**config.mk**
```make
export PLATFORM = sky130hd
export DESIGN_NAME = hwsem_bank
export DESIGN_NICKNAME = d
export VERILOG_FILES = /design/src/rtl/hwsem_pkg.sv /design/src/rtl/hwsem_port_dec.sv /design/src/rtl/hwsem_cell.sv /design/src/rtl/hwsem_rd_hold.sv /design/src/rtl/hwsem_bank.sv
export SDC_FILE = /design/constraint.sdc
export NUM_CORES = 1
export LEC_CHECK = 0
export ABC_AREA = 1
export ABC_CLOCK_PERIOD_IN_PS = 1050
export BUFFER_PORTS_ARGS = -buffer_cell sky130_fd_sc_hd__buf_4
export CAP_MARGIN = 20
export CELL_PAD_IN_SITES_DETAIL_PLACEMENT = 1
export CELL_PAD_IN_SITES_GLOBAL_PLACEMENT = 2
export CORE_MARGIN = 1
export CORE_UTILIZATION = 23
export CTS_CLUSTER_DIAMETER = 120
export DETAILED_ROUTE_END_ITERATION = 8
export PLACE_DENSITY = 0.9
export SYNTH_ARGS = -nofsm -noshare
export SYNTH_HDL_FRONTEND = slang
export SYNTH_SLANG_ARGS = --single-unit
```
**constraint.sdc**
```tcl
create_clock -name clk -period 1.05 [get_ports clk]
set_input_delay 0.21 -clock clk [delete_from_list [all_inputs] [get_ports clk]]
set_output_delay 0.21 -clock clk [all_outputs]
set_load 0.1 [all_outputs]
```
**src/rtl/hwsem_pkg.sv**
```systemverilog
package hwsem_pkg;

   typedef enum logic [1:0] {
      OWN_NONE  = 2'd0,
      OWN_LEFT  = 2'd1,
      OWN_RIGHT = 2'd2
   } sem_owner_t;

endpackage

```
**src/rtl/hwsem_port_dec.sv**
```systemverilog
module hwsem_port_dec #(
   parameter int ADDR_W  = 13,
   parameter int DATA_W  = 16,
   parameter int NUM_SEM = 8
) (
   input  logic                       sem_n,
   input  logic                       cs_n,
   input  logic                       we_n,
   input  logic                       oe_n,
   input  logic [ADDR_W-1:0]          addr,
   input  logic [DATA_W-1:0]          wdata,
   output logic [NUM_SEM-1:0]         wr_hit,
   output logic                       wr_bit,
   output logic                       wr_any,
   output logic                       rd_win,
   output logic [$clog2(NUM_SEM)-1:0] rd_idx
);

   localparam int IDX_W = $clog2(NUM_SEM);

   logic [IDX_W-1:0] idx;
   logic             unused_bits;

   assign idx         = addr[IDX_W-1:0];
   assign wr_any      = !sem_n && !we_n && cs_n;
   assign wr_bit      = wdata[0];
   assign rd_win      = !sem_n && !oe_n;
   assign rd_idx      = idx;
   assign unused_bits = ^{addr[ADDR_W-1:IDX_W], wdata[DATA_W-1:1]};

   for (genvar g = 0; g < NUM_SEM; g++) begin : g_hit
      assign wr_hit[g] = wr_any && (idx == IDX_W'(g));
   end

endmodule

```
**src/rtl/hwsem_cell.sv**
```systemverilog
module hwsem_cell
   import hwsem_pkg::*;
#(
   parameter bit TIE_LEFT = 1'b1
) (
   input  logic clk,
   input  logic rst_n,
   input  logic wr_l,
   input  logic wb_l,
   input  logic wr_r,
   input  logic wb_r,
   output logic flag_l,
   output logic flag_r
);

   sem_owner_t st_q, st_d;
   logic       req_l_q, req_r_q;
   logic       req_l_d, req_r_d;

   assign req_l_d = wr_l ? !wb_l : req_l_q;
   assign req_r_d = wr_r ? !wb_r : req_r_q;

   always_comb begin
      st_d = st_q;
      unique case (st_q)
         OWN_NONE: begin
            if (req_l_d && req_r_d) st_d = TIE_LEFT ? OWN_LEFT : OWN_RIGHT;
            else if (req_l_d)       st_d = OWN_LEFT;
            else if (req_r_d)       st_d = OWN_RIGHT;
         end
         OWN_LEFT: begin
            if (!req_l_d) st_d = req_r_d ? OWN_RIGHT : OWN_NONE;
         end
         OWN_RIGHT: begin
            if (!req_r_d) st_d = req_l_d ? OWN_LEFT : OWN_NONE;
         end
         default: st_d = OWN_NONE;
      endcase
   end

   always_ff @(posedge clk) begin
      if (!rst_n) begin
         st_q    <= OWN_NONE;
         req_l_q <= 1'b0;
         req_r_q <= 1'b0;
      end else begin
         st_q    <= st_d;
         req_l_q <= req_l_d;
         req_r_q <= req_r_d;
      end
   end

   assign flag_l = (st_q != OWN_LEFT);
   assign flag_r = (st_q != OWN_RIGHT);

   p_grab_left_r4: assert property (@(posedge clk) disable iff (!rst_n)
      (st_q == OWN_NONE && wr_l && !wb_l && !wr_r) |=> (st_q == OWN_LEFT));

   p_keep_left_r5: assert property (@(posedge clk) disable iff (!rst_n)
      (st_q == OWN_LEFT && !(wr_l && wb_l)) |=> (st_q == OWN_LEFT));

   p_keep_right_r5: assert property (@(posedge clk) disable iff (!rst_n)
      (st_q == OWN_RIGHT && !(wr_r && wb_r)) |=> (st_q == OWN_RIGHT));

   p_handover_r6: assert property (@(posedge clk) disable iff (!rst_n)
      (st_q == OWN_LEFT && wr_l && wb_l && req_r_q && !wr_r) |=> (st_q == OWN_RIGHT));

   p_release_free_r7: assert property (@(posedge clk) disable iff (!rst_n)
      (st_q == OWN_RIGHT && wr_r && wb_r && !req_l_q && !wr_l) |=> (flag_l && flag_r));

   p_tie_r8: assert property (@(posedge clk) disable iff (!rst_n)
      (st_q == OWN_NONE && wr_l && !wb_l && wr_r && !wb_r) |=> (flag_l != flag_r));

endmodule

```
**src/rtl/hwsem_rd_hold.sv**
```systemverilog
module hwsem_rd_hold #(
   parameter int DATA_W  = 16,
   parameter int NUM_SEM = 8
) (
   input  logic                       clk,
   input  logic                       rst_n,
   input  logic                       rd_win,
   input  logic [$clog2(NUM_SEM)-1:0] rd_idx,
   input  logic [NUM_SEM-1:0]         flags,
   output logic [DATA_W-1:0]          rdata
);

   logic win_q;
   logic hold_q;

   always_ff @(posedge clk) begin
      if (!rst_n) begin
         win_q  <= 1'b0;
         hold_q <= 1'b0;
      end else begin
         win_q <= rd_win;
         if (rd_win && !win_q) hold_q <= flags[rd_idx];
      end
   end

   assign rdata = win_q ? {DATA_W{hold_q}} : '0;

   p_hold_stable_r10: assert property (@(posedge clk) disable iff (!rst_n)
      (rd_win && win_q) |=> $stable(rdata));

   p_full_width_r9: assert property (@(posedge clk) disable iff (!rst_n)
      win_q |-> ($countones(rdata) == 0 || $countones(rdata) == DATA_W));

endmodule

```
**src/rtl/hwsem_bank.sv**
```systemverilog
module hwsem_bank #(
   parameter int ADDR_W   = 13,
   parameter int DATA_W   = 16,
   parameter int NUM_SEM  = 8,
   parameter bit TIE_LEFT = 1'b1
) (
   input  logic              clk,
   input  logic              rst_n,
   input  logic              lt_sem_n,
   input  logic              lt_cs_n,
   input  logic              lt_we_n,
   input  logic              lt_oe_n,
   input  logic [ADDR_W-1:0] lt_addr,
   input  logic [DATA_W-1:0] lt_wdata,
   output logic [DATA_W-1:0] lt_rdata,
   input  logic              rt_sem_n,
   input  logic              rt_cs_n,
   input  logic              rt_we_n,
   input  logic              rt_oe_n,
   input  logic [ADDR_W-1:0] rt_addr,
   input  logic [DATA_W-1:0] rt_wdata,
   output logic [DATA_W-1:0] rt_rdata
);

   localparam int IDX_W = $clog2(NUM_SEM);

   if (NUM_SEM < 2 || (1 << IDX_W) != NUM_SEM) begin : g_bad_num
      $error("hwsem_bank: NUM_SEM must be a power of two, at least 2");
   end
   if (ADDR_W < IDX_W) begin : g_bad_addr
      $error("hwsem_bank: ADDR_W too narrow for NUM_SEM");
   end
   if (DATA_W < 1) begin : g_bad_data
      $error("hwsem_bank: DATA_W must be positive");
   end

   logic [NUM_SEM-1:0] hit_l, hit_r;
   logic               bit_l, bit_r;
   logic               any_l, any_r;
   logic               win_l, win_r;
   logic [IDX_W-1:0]   idx_l, idx_r;
   logic [NUM_SEM-1:0] flags_l, flags_r;

   hwsem_port_dec #(.ADDR_W(ADDR_W), .DATA_W(DATA_W), .NUM_SEM(NUM_SEM)) u_dec_l (
      .sem_n (lt_sem_n), .cs_n (lt_cs_n), .we_n (lt_we_n), .oe_n (lt_oe_n),
      .addr  (lt_addr),  .wdata(lt_wdata),
      .wr_hit(hit_l), .wr_bit(bit_l), .wr_any(any_l), .rd_win(win_l), .rd_idx(idx_l)
   );

   hwsem_port_dec #(.ADDR_W(ADDR_W), .DATA_W(DATA_W), .NUM_SEM(NUM_SEM)) u_dec_r (
      .sem_n (rt_sem_n), .cs_n (rt_cs_n), .we_n (rt_we_n), .oe_n (rt_oe_n),
      .addr  (rt_addr),  .wdata(rt_wdata),
      .wr_hit(hit_r), .wr_bit(bit_r), .wr_any(any_r), .rd_win(win_r), .rd_idx(idx_r)
   );

   for (genvar g = 0; g < NUM_SEM; g++) begin : g_sem
      hwsem_cell #(.TIE_LEFT(TIE_LEFT)) u_cell (
         .clk   (clk),
         .rst_n (rst_n),
         .wr_l  (hit_l[g]),
         .wb_l  (bit_l),
         .wr_r  (hit_r[g]),
         .wb_r  (bit_r),
         .flag_l(flags_l[g]),
         .flag_r(flags_r[g])
      );
   end

   hwsem_rd_hold #(.DATA_W(DATA_W), .NUM_SEM(NUM_SEM)) u_hold_l (
      .clk(clk), .rst_n(rst_n), .rd_win(win_l), .rd_idx(idx_l),
      .flags(flags_l), .rdata(lt_rdata)
   );

   hwsem_rd_hold #(.DATA_W(DATA_W), .NUM_SEM(NUM_SEM)) u_hold_r (
      .clk(clk), .rst_n(rst_n), .rd_win(win_r), .rd_idx(idx_r),
      .flags(flags_r), .rdata(rt_rdata)
   );

   p_cs_block_l_r11: assert property (@(posedge clk) disable iff (!rst_n)
      (!lt_sem_n && !lt_cs_n) |-> (hit_l == '0));

   p_cs_block_r_r11: assert property (@(posedge clk) disable iff (!rst_n)
      (!rt_sem_n && !rt_cs_n) |-> (hit_r == '0));

   p_never_both_own_r8: assert property (@(posedge clk) disable iff (!rst_n)
      (flags_l | flags_r) == {NUM_SEM{1'b1}});

   p_write_onehot_r2: assert property (@(posedge clk) disable iff (!rst_n)
      any_l |-> $onehot(hit_l));

   p_write_onehot_r_r2: assert property (@(posedge clk) disable iff (!rst_n)
      any_r |-> $onehot(hit_r));

endmodule

```
==> results of run 1 <==
==> power groups by stage <==
stage                     Sequential [mW]  Combinational (mW)  Clock, mW
after global placement               1.43               0.472          0
after global routing                 1.41               0.596       1.21
after floorplan                      1.43               0.349          0
final                                1.40               0.555       1.09
after CTS                            1.40               0.518       1.11
after detailed placement             1.43               0.479          0
==> sequential cells by signal (all words and copies together) (netlist names) <==
register              count
g_sem.u_cell.req_l_q      8
g_sem.u_cell.req_r_q      8
g_sem.u_cell.st_q        16
u_hold_l.hold_q           1
u_hold_l.win_q            1
u_hold_r.hold_q           1
u_hold_r.win_q            1
==> critical path, delay by kind of cell (launching register included) <==
| kind | cells | cell delay [ns] |
|---|---|---|
| flops | 1 | 0.38 |
| buf+inv | 3 | 0.51 |
| simple gates | 1 | 0.08 |
==> cell usage after synthesis <==
cell	number	area, sq um
sky130_fd_sc_hd__nand2_2	2	12.51
sky130_fd_sc_hd__dfxtp_1	36	720.7
sky130_fd_sc_hd__nor3_2	2	20.02
sky130_fd_sc_hd__inv_2	5	18.77
sky130_fd_sc_hd__o21ai_0	5	25.02
sky130_fd_sc_hd__buf_2	4	20.02
sky130_fd_sc_hd__nand2_1	95	356.6
sky130_fd_sc_hd__nand3_2	1	10.01
sky130_fd_sc_hd__nor2_2	2	12.51
sky130_fd_sc_hd__nand3_1	35	175.2
sky130_fd_sc_hd__o21ai_1	2	10.01
sky130_fd_sc_hd__inv_1	55	206.5
sky130_fd_sc_hd__a21oi_2	9	78.83
sky130_fd_sc_hd__a21oi_1	14	70.07
sky130_fd_sc_hd__nor3_1	5	25.02
sky130_fd_sc_hd__buf_6	1	11.26
sky130_fd_sc_hd__nor2_1	24	90.09
sky130_fd_sc_hd__buf_4	32	240.2
==> kinds of logic (layout without fill, tap and decap cells) <==
group / after synthesis / count (layout) / share of synthesized area
buf+inv: 97 / 129 / 0.2362
flops: 36 / 36 / 0.3427
simple gates: 166 / 166 / 0.3337
compound gates: 30 / 30 / 0.08745
==> through the flow <==
step,utilization,hold slack [ns],std cells,instance area (sq um)
2_1_floorplan,-,0.2868,329,2116
5_1_grt,0.3386,0.07288,469,2982
3_5_place_dp,0.2717,0.3926,455,2392
6_report,0.3386,0.08108,469,2982
3_3_place_gp,0.2717,0.3841,455,2392
4_1_cts,0.3143,0.07731,466,2768
==> final cells by class <==
class / instances / area [sq um] / share of cell area
Tap cell: 108 / 135.1 / 0.04532
Sequential cell: 36 / 730.7 / 0.2451
Inverter: 60 / 232.7 / 0.07805
Multi-Input combinational cell: 196 / 915.9 / 0.3072
Clock buffer: 7 / 96.34 / 0.03231
Timing Repair Buffer: 62 / 870.8 / 0.2921
==> how the worst min path moves through the flow <==
stage / start / end / slack, ns / depth (start not counted)
2_1_floorplan: lt_oe_n / u_hold_l.win_q / 0.29 / 1
3_3_place_gp: lt_oe_n / u_hold_l.win_q / 0.38 / 2
3_5_place_dp: lt_oe_n / u_hold_l.win_q / 0.39 / 2
4_1_cts: lt_oe_n / u_hold_l.win_q / 0.08 / 2
5_1_grt: lt_oe_n / u_hold_l.win_q / 0.07 / 2
6_report: lt_oe_n / u_hold_l.win_q / 0.08 / 2
==> layout by cell type, fill, tap and decap left out <==
cell type	synthesis	routed
sky130_fd_sc_hd__a21oi_1	14	12
sky130_fd_sc_hd__a21oi_2	9	11
sky130_fd_sc_hd__buf_12	0	25
sky130_fd_sc_hd__buf_16	0	1
sky130_fd_sc_hd__buf_4	32	25
sky130_fd_sc_hd__buf_6	1	8
sky130_fd_sc_hd__buf_8	0	1
sky130_fd_sc_hd__clkbuf_16	0	2
sky130_fd_sc_hd__clkbuf_8	0	7
sky130_fd_sc_hd__clkinvlp_4	0	2
sky130_fd_sc_hd__dfxtp_1	36	28
sky130_fd_sc_hd__dfxtp_2	0	8
sky130_fd_sc_hd__inv_1	55	49
sky130_fd_sc_hd__inv_2	5	9
sky130_fd_sc_hd__nand2_1	95	87
sky130_fd_sc_hd__nand2_2	2	10
sky130_fd_sc_hd__nand3_1	35	35
sky130_fd_sc_hd__nand3_2	1	1
sky130_fd_sc_hd__nor2_1	24	23
sky130_fd_sc_hd__nor2_2	2	3
sky130_fd_sc_hd__nor3_1	5	5
sky130_fd_sc_hd__nor3_2	2	2
sky130_fd_sc_hd__o21ai_0	5	5
sky130_fd_sc_hd__o21ai_1	2	2
==> timing repair <==
action | in CTS | in global routing
pin swaps | 1 | 7
resized for setup | 59 | 45
gates cloned | 0 | 2
endpoints found under the setup margin | 34 | 34
buffers inserted | 4 | 1
==> layer usage <==
| layer | global-route usage | up-vias |
|---|---|---|
| met5 | 0 | - |
| met4 | 0.03497 | 0 |
| met3 | 0.02950 | 6 |
| met2 | 0.2302 | 24 |
| met1 | 0.1485 | 921 |
| li1 | - | 1035 |
==> impl_metrics.env, run 1 <==
export IMPL_synth_yosys_seq_area_share=0.3427
export IMPL_comb_power_share=0.182
export IMPL_synth_cell_area_sq_um=2103
export IMPL_clk_pin_slew_worst_paths_ns=0.08
export IMPL_grt_first_pass_wirelength_mm=9.480
export IMPL_r2r_slack_ns=0.02
export IMPL_pre_cts_slack_ns=-0.1658
export IMPL_routed_top_layer="met4"
export IMPL_detail_route_iter0_violations=74
export IMPL_reg2regPathDepth=7
export IMPL_cap_violations=0
export IMPL_finalSetupTns_ns=-12.08
export IMPL_antenna_violations_before_repair=0
export IMPL_grt_util_all_layers=0.1271
export IMPL_htree_levels=2
export IMPL_max_freq_mhz=672.7
export IMPL_worstSetupEndpointType="output pin"
export IMPL_layout_setup_ws_ns=-0.4366
export IMPL_diodes=0
export IMPL_cts_inserted_buffers=5
export IMPL_clock_tree_from_tritoncts="done"
export IMPL_clockPowerShare=0.357
export IMPL_timing_critical_path_slowest_stage_cell="sky130_fd_sc_hd__dfxtp_1"
export IMPL_drt_pass1_iterations=6
export IMPL_final_hold_violation_count=0
export IMPL_rsz0062_at_grt="true"
export IMPL_relSlewSlack=0.7861
export IMPL_synth_seq_cells=36
export IMPL_die_area_sq_um=9531
export IMPL_vias_per_cell=4.235
export IMPL_floorplan_die_height_um=97.63
export IMPL_total_power_mw=3.047
export IMPL_r2r_start="g_sem[1].u_cell.st_q[1]"
export IMPL_timing_final_crit_period_ns=1.487
export IMPL_worst_pin_slew_ns=0.3185
export IMPL_critical_path_reg2reg_endpoint="u_hold_r.hold_q"
export IMPL_report_final_setup_viol=32
export IMPL_synthDistinctLibCells=18
export IMPL_ir_worst_vdd_v=0.0003972
export IMPL_run_status="complete, but fails checks"
export IMPL_overflow=0
export IMPL_finalWirelength_mm=6.245
export IMPL_crit_path_start="u_hold_r.hold_q"
export IMPL_net_switching_power_uw=883.6
export IMPL_initial_core_util=0.2388
export IMPL_drive_above_1_share=0.3186
export IMPL_core_box_area_sq_um=8806
export IMPL_gpl_final_weighted_congestion=0.7384
export IMPL_largest_net_degree_at_the_start_of_global_routing=20
export IMPL_fill_cells=1076
export IMPL_layout_overhead_on_the_synthesized_area_pct=41.76
export IMPL_timing_final_crit_share=1.416
export IMPL_cts_hold_repair_buffers=0
export IMPL_place_port_buffers=49
export IMPL_violations="design-rule violations, negative setup slack"
export IMPL_wl_per_cell_um=13.32
export IMPL_wirelength_met1_mm=2.628
export IMPL_critPathCapture="rt_rdata[9]"
export IMPL_vias_in_the_first_global_route=2002
export IMPL_syn_avg_cell_area_sq_um=6.393
export IMPL_drc_errors=8
export IMPL_count_of_final_max_slew_check_failures=0
export IMPL_crit_path_max_fo=8
export IMPL_setup_worst_path_start_class="register"
export IMPL_fin_nets=429
export IMPL_io_pins=100
export IMPL_p_sw_frac=0.2900
export IMPL_half_perimeter_wire_length_after_placement_mm=4.240
export IMPL_post_synth_inst_count=329
export IMPL_met3RoutedLength_um=162
export IMPL_dr_wl_met2_mm=3.392
export IMPL_vias=1986
export IMPL_cts_sinks=36
export IMPL_core_rowCount=34
export IMPL_antenna_left=0
export IMPL_critical_path_max_stage_delay_ns=0.38
export IMPL_seq_power_share=0.461
export IMPL_power_density_cell_area_nw_per_um2=1022
export IMPL_ys_warnings_count=0
export IMPL_die_width_um=97.63
export IMPL_worstPathCellList="nand2_2 > clkinvlp_4 > clkbuf_16 > buf_6"
export IMPL_syn_nets=397
export IMPL_largest_buffer_count_on_any_clock_path=2
export IMPL_clkLatencyLatePin_ns=0.29
export IMPL_finalClockSkew_ns=0.01065
export IMPL_total_leakage_power_nw=1.457
export IMPL_ctsRootBufferMaster="sky130_fd_sc_hd__clkbuf_8"
export IMPL_worstSetupPathType="register to output pin"
export IMPL_min_path_type="input port to register"
export IMPL_required_ns=0.84
export IMPL_p_int_mw=2.163
export IMPL_worst_ep_arrival_time_ns=1.28
Note: power is estimated with default switching activity, not from simulation.
==> inputs of run 2 (changes only) <==
--- a/config.mk
+++ b/config.mk
@@ -18,2 +18,3 @@
 export PLACE_DENSITY = 0.9
+export SETUP_SLACK_MARGIN = 0.4
 export SYNTH_ARGS = -nofsm -noshare
--- a/constraint.sdc
+++ b/constraint.sdc
@@ -3,2 +3,2 @@
 set_output_delay 0.21 -clock clk [all_outputs]
-set_load 0.1 [all_outputs]
+set_load 0.01 [all_outputs]
==> run 2 against run 1 <==
  * The run still ends with design-rule violations, negative setup slack left
  * Final cell count up 3.8%
  * Combinational power grew 19%
  * Sequential cell count is the same
  * Clock-buffer cell count fell by 2
  * Critical path type unchanged
  * Highest routed layer unchanged
==> impl_metrics.env, run 2 (synthesized netlist as in run 1, its figures left out) <==
export IMPL_finalSetupTns_ns=-6.907
export IMPL_min_path_type="input port to register"
export IMPL_commonest_non_fill_non_tap_cell_in_the_layout="sky130_fd_sc_hd__buf_4"
export IMPL_worstSetupPathType="register to output pin"
export IMPL_vias_per_cell=4.474
export IMPL_fin_nets=446
export IMPL_cts_sinks=36
export IMPL_gpl_final_weighted_congestion=0.7724
export IMPL_die_area_sq_um=9531
export IMPL_clk_pin_slew_worst_paths_ns=0.08
export IMPL_total_leakage_power_nw=1.712
export IMPL_required_ns=0.84
export IMPL_post_layout_nonfiller_instances=487
export IMPL_holdCritStartpoint="rt_oe_n"
export IMPL_violations="design-rule violations, negative setup slack"
export IMPL_core_rowCount=34
export IMPL_place_port_buffers=49
export IMPL_grt_first_pass_wirelength_mm=10.77
export IMPL_ir_worst_vdd_v=0.0004582
export IMPL_largest_net_degree_at_the_start_of_global_routing=20
export IMPL_largest_buffer_count_on_any_clock_path=2
export IMPL_half_perimeter_wire_length_after_placement_mm=4.454
export IMPL_post_route_cell_area_sq_um=3731
export IMPL_setup_worst_path_start_class="register"
export IMPL_rsz0062_at_grt="true"
export IMPL_die_width_um=97.63
export IMPL_htree_levels=2
export IMPL_highest_count_cells_in_the_layout_ignoring_fill_and_taps="44 x sky130_fd_sc_hd__buf_4, 33 x sky130_fd_sc_hd__nand2_4, 33 x sky130_fd_sc_hd__nand2_1"
export IMPL_ctsRootBufferMaster="sky130_fd_sc_hd__clkbuf_8"
export IMPL_placed_cells_incl_taps=458
export IMPL_cts_inserted_buffers=5
export IMPL_report_final_setup_viol=33
export IMPL_worstSetupEndpointType="output pin"
export IMPL_wl_per_cell_um=15.53
export IMPL_final_hold_violation_count=0
export IMPL_diodes=0
export IMPL_finalClockSkew_ns=0.004465
export IMPL_r2r_start="g_sem[1].u_cell.st_q[0]"
export IMPL_finalWirelength_mm=7.565
export IMPL_largest_registers="g_sem.u_cell.st_q x16, g_sem.u_cell.req_l_q x8, g_sem.u_cell.req_r_q x8"
export IMPL_placement_cell_area_sq_um=2679
export IMPL_run_status="complete, but fails checks"
export IMPL_critical_path_reg2reg_endpoint="u_hold_r.hold_q"
export IMPL_drive_above_1_share=0.7150
export IMPL_max_freq_mhz=777.7
export IMPL_cap_violations=0
export IMPL_relSlewSlack=0.7667
export IMPL_vias=2179
export IMPL_floorplan_die_height_um=97.63
export IMPL_critPathCapture="rt_rdata[11]"
export IMPL_power_density_cell_area_nw_per_um2=889.0
export IMPL_grt_util_all_layers=0.1425
export IMPL_reg2regPathDepth=8
export IMPL_layout_overhead_on_the_synthesized_area_pct=77.39
export IMPL_clkLatencyLatePin_ns=0.29
export IMPL_count_of_final_max_slew_check_failures=0
export IMPL_crit_path_max_fo=8
export IMPL_antenna_left=0
export IMPL_drt_pass1_iterations=6
export IMPL_drc_errors=11
export IMPL_clock_tree_from_tritoncts="done"
export IMPL_core_box_area_sq_um=8806
export IMPL_worst_pin_slew_ns=0.3499
export IMPL_largest_reg_flops=16
export IMPL_r2r_slack_ns=-0.03
export IMPL_vias_in_the_first_global_route=2269
export IMPL_initial_core_util=0.2388
export IMPL_antenna_violations_before_repair=0
export IMPL_timing_final_crit_period_ns=1.286
export IMPL_detail_route_iter0_violations=55
export IMPL_largest_register="g_sem.u_cell.st_q"
export IMPL_timing_final_crit_share=1.225
export IMPL_crit_path_start="u_hold_r.hold_q"
export IMPL_layout_setup_ws_ns=-0.2359
export IMPL_final_util=0.4237
export IMPL_worst_ep_arrival_time_ns=1.08
export IMPL_overflow=0
export IMPL_io_pins=100
run 2: worst min path at each step:
stage	to	slack, ns	cells after the start
2_1_floorplan	u_hold_l.win_q	0.29	1
3_3_place_gp	u_hold_r.win_q	0.39	2
3_5_place_dp	u_hold_r.win_q	0.39	2
4_1_cts	u_hold_r.win_q	0.07	2
5_1_grt	u_hold_l.win_q	0.07	2
6_report	u_hold_r.win_q	0.08	2
run 2: worst max-delay path, stage by stage, from the launching register on:
cell,delay (ns)
sky130_fd_sc_hd__dfxtp_2,0.34
sky130_fd_sc_hd__nand2_4,0.09
sky130_fd_sc_hd__clkinvlp_4,0.17
sky130_fd_sc_hd__buf_4,0.19
run 2: stage by stage:
stage          total power, mW  hold WS [ns]  setup slack, ns
6_report                 3.317       0.07896          -0.2359
5_1_grt                  3.455       0.06986          -0.2852
4_1_cts                  3.246       0.07265          -0.2383
3_5_place_dp             1.873        0.3936          -0.1942
3_3_place_gp             1.863        0.3861          -0.1686
2_1_floorplan            1.750        0.2856          0.02103
run 2: cell type report:
type	instances	area (sq um)
timing repair buffer	75	716.9
fill	1011	5075
clock inverter	3	42.54
inverter	60	277.8
multi-input combinational	196	1698
clock buffer	5	68.82
timing repair inverter	4	51.30
sequential	36	740.7
tap	108	135.1
run 2: what timing repair did:
action,4_1_cts,5_1_grt
cloned,4,0
buffers inserted,14,3
setup endpoints to repair,66,66
pin swaps,70,51
resized for setup,127,96
hold buffers,0,0
run 2: report_power, final:
part,internal [mW],switching (mW)
clock,0.703,0.546
sequential,1.39,0.0176
combinational,0.257,0.404
total,2.35,0.968
run 2: per-layer routing:
metal	track usage	vias up	wire, um
met5	0	-	0
met4	0.04545	0	130
met3	0.02230	9	241
met2	0.2690	42	4297
met1	0.1620	1056	2895
li1	-	1072	-
==> inputs of run 3 (changes only) <==
Settings changed: BUFFER_PORTS_ARGS -buffer_cell sky130_fd_sc_hd__buf_4 to -buffer_cell sky130_fd_sc_hd__buf_2, CORE_UTILIZATION 23 to 24, PLACE_DENSITY 0.9 to 0.89, SYNTH_HIERARCHICAL set to 1.
==> run 3 against run 2 <==
  * The run ends with negative setup slack left
  * Clock skew is 0.0031 ns higher
  * Highest routed layer unchanged
  * Combinational power down 20%
  * Synthesized cell count grew 15%
  * Clock-buffer cell count rose by 1
  * Hold slack improved by 0.075 ns
  * Via count up 8.0%
  * Power shrank 13%
  * Register-to-register slack better by 0.09 ns
  * Largest cell class unchanged
  * Final area down 2.9%
  * Routed wire length down 9.2%
  * Global-route usage down 1.4 points
  * Utilization is 5.3 points lower
==> impl_metrics.env, run 3 <==
export IMPL_pre_cts_slack_ns=-0.1196
export IMPL_crit_path_max_fo=8
export IMPL_net_switching_power_uw=844.6
export IMPL_largest_register="g_sem.u_cell/st_q"
export IMPL_clkLatencyLatePin_ns=0.29
export IMPL_core_box_area_sq_um=9774
export IMPL_cts_inserted_buffers=5
export IMPL_cts_hold_repair_buffers=0
export IMPL_vias_in_the_first_global_route=2312
export IMPL_layout_setup_ws_ns=-0.2177
export IMPL_timing_final_crit_share=1.207
export IMPL_half_perimeter_wire_length_after_placement_mm=4.703
export IMPL_layout_overhead_on_the_synthesized_area_pct=49.53
export IMPL_required_ns=0.84
export IMPL_fill_cells=1228
export IMPL_holdPathStages=4
export IMPL_drive_above_1_share=0.7212
export IMPL_floorplan_die_height_um=102.5
export IMPL_synth_cell_area_sq_um=2422
export IMPL_p_sw_frac=0.2919
export IMPL_reg2regPathDepth=8
export IMPL_r2r_slack_ns=0.06
export IMPL_worst_ep_arrival_time_ns=1.06
export IMPL_worst_pin_slew_ns=0.4151
export IMPL_highest_count_cells_in_the_layout_ignoring_fill_and_taps="58 x sky130_fd_sc_hd__nand2_2, 51 x sky130_fd_sc_hd__inv_1, 48 x sky130_fd_sc_hd__nand3_2"
export IMPL_gpl_final_weighted_congestion=0.7053
export IMPL_tightest_hold_margin_ns=0.1544
export IMPL_clk_pin_slew_worst_paths_ns=0.07
export IMPL_power_density_cell_area_nw_per_um2=798.8
export IMPL_report_final_setup_viol=32
export IMPL_vias=2353
export IMPL_total_power_mw=2.893
export IMPL_ir_worst_vdd_v=0.0003642
export IMPL_placed_cells_incl_taps=531
export IMPL_cap_violations=0
export IMPL_placement_cell_area_sq_um=2856
export IMPL_holdCritStartpoint="rt_oe_n"
export IMPL_max_freq_mhz=788.8
export IMPL_largest_buffer_count_on_any_clock_path=2
export IMPL_wl_per_cell_um=12.11
export IMPL_grt_util_all_layers=0.1288
export IMPL_final_util=0.3706
export IMPL_post_synth_inst_count=378
export IMPL_finalClockSkew_ns=0.007525
export IMPL_die_width_um=102.5
export IMPL_clockPowerShare=0.331
export IMPL_core_rowCount=36
export IMPL_largest_reg_flops=16
export IMPL_min_path_type="input port to register"
export IMPL_syn_nets=446
export IMPL_r2r_start="g_sem[5].u_cell/st_q[0]"
export IMPL_final_hold_violation_count=0
export IMPL_post_route_cell_area_sq_um=3622
export IMPL_timing_final_crit_period_ns=1.268
export IMPL_setup_worst_path_start_class="register"
export IMPL_place_port_buffers=49
export IMPL_grt_first_pass_wirelength_mm=10.43
export IMPL_vias_per_cell=4.150
export IMPL_antenna_left=0
export IMPL_fin_nets=502
export IMPL_worstSetupEndpointType="output pin"
export IMPL_htree_levels=2
export IMPL_drc_errors=0
export IMPL_finalSetupTns_ns=-6.252
export IMPL_detail_route_iter0_violations=42
export IMPL_seq_power_share=0.486
export IMPL_die_area_sq_um=10500
export IMPL_initial_core_util=0.2478
export IMPL_largest_registers="g_sem.u_cell/st_q x16, g_sem.u_cell/req_l_q x8, g_sem.u_cell/req_r_q x8"
export IMPL_overflow=0
export IMPL_critical_path_reg2reg_endpoint="u_hold_r/hold_q"
export IMPL_run_status="complete, but fails checks"
export IMPL_relSlewSlack=0.7233
export IMPL_ctsRootBufferMaster="sky130_fd_sc_hd__clkbuf_8"
export IMPL_ys_warnings_count=6
export IMPL_rsz0062_at_grt="true"
export IMPL_clock_tree_from_tritoncts="done"
export IMPL_count_of_final_max_slew_check_failures=0
export IMPL_post_layout_nonfiller_instances=567
export IMPL_cts_sinks=36
export IMPL_commonest_non_fill_non_tap_cell_in_the_layout="sky130_fd_sc_hd__nand2_2"
export IMPL_holdPathEnd="u_hold_r/win_q"
export IMPL_drt_pass1_iterations=4
export IMPL_worstSetupPathType="register to output pin"
export IMPL_diodes=0
export IMPL_comb_power_share=0.183
export IMPL_antenna_violations_before_repair=0
export IMPL_p_int_mw=2.049
export IMPL_largest_net_degree_at_the_start_of_global_routing=21
export IMPL_syn_avg_cell_area_sq_um=6.408
export IMPL_io_pins=100
export IMPL_violations="negative setup slack"
export IMPL_finalWirelength_mm=6.868
export IMPL_total_leakage_power_nw=1.756
==> run 3: area by class of cell <==
type | instances | area (sq um) | area share
clock buffer | 6 | 72.57 | 0.02003
clock inverter | 1 | 5.005 | 0.001382
inverter | 98 | 392.9 | 0.1085
multi-input combinational | 206 | 1592 | 0.4394
sequential | 36 | 754.5 | 0.2083
tap | 133 | 166.4 | 0.04594
timing repair buffer | 85 | 624.3 | 0.1724
timing repair inverter | 2 | 15.01 | 0.004145
==> run 3: what timing repair did <==
action	4_1_cts	5_1_grt
cloned	2	0
gates resized for setup	72	82
pin swaps	59	56
setup buffers	15	12
endpoints found under the setup margin	66	66
==> run 3: routing by layer <==
layer,share of wire,GRT usage,wire (um)
met1,0.40,0.1439,2776
met2,0.56,0.2415,3853
met3,0.026,0.02394,176
met4,0.0089,0.04505,61
met5,0,0,0
==> run 3: critical path, stage by stage (launching register included) <==
cell	delay, ns
sky130_fd_sc_hd__dfxtp_4	0.35
sky130_fd_sc_hd__nand2_4	0.08
sky130_fd_sc_hd__clkinvlp_4	0.15
sky130_fd_sc_hd__buf_2	0.18
==> run 3: power groups by stage <==
stage	clock network [mW]	registers [mW]	logic [mW]
floorplan	0	1.44	0.288
global placement	0	1.44	0.407
detailed placement	0	1.44	0.416
CTS	1.02	1.41	0.464
global route	1.08	1.41	0.580
finish	0.958	1.41	0.529
==> run 3: worst max path at each step <==
stage	end	slack, ns	cells past startpoint	startpoint
floorplan	lt_rdata[10]	-0.01	3	u_hold_l/win_q
finish	rt_rdata[4]	-0.22	3	u_hold_r/win_q
CTS	lt_rdata[5]	-0.20	3	u_hold_l/win_q
global placement	g_sem[7].u_cell/st_q[1]	-0.1	8	lt_sem_n
detailed placement	g_sem[7].u_cell/st_q[1]	-0.12	8	lt_sem_n
global route	rt_rdata[4]	-0.28	3	u_hold_r/win_q
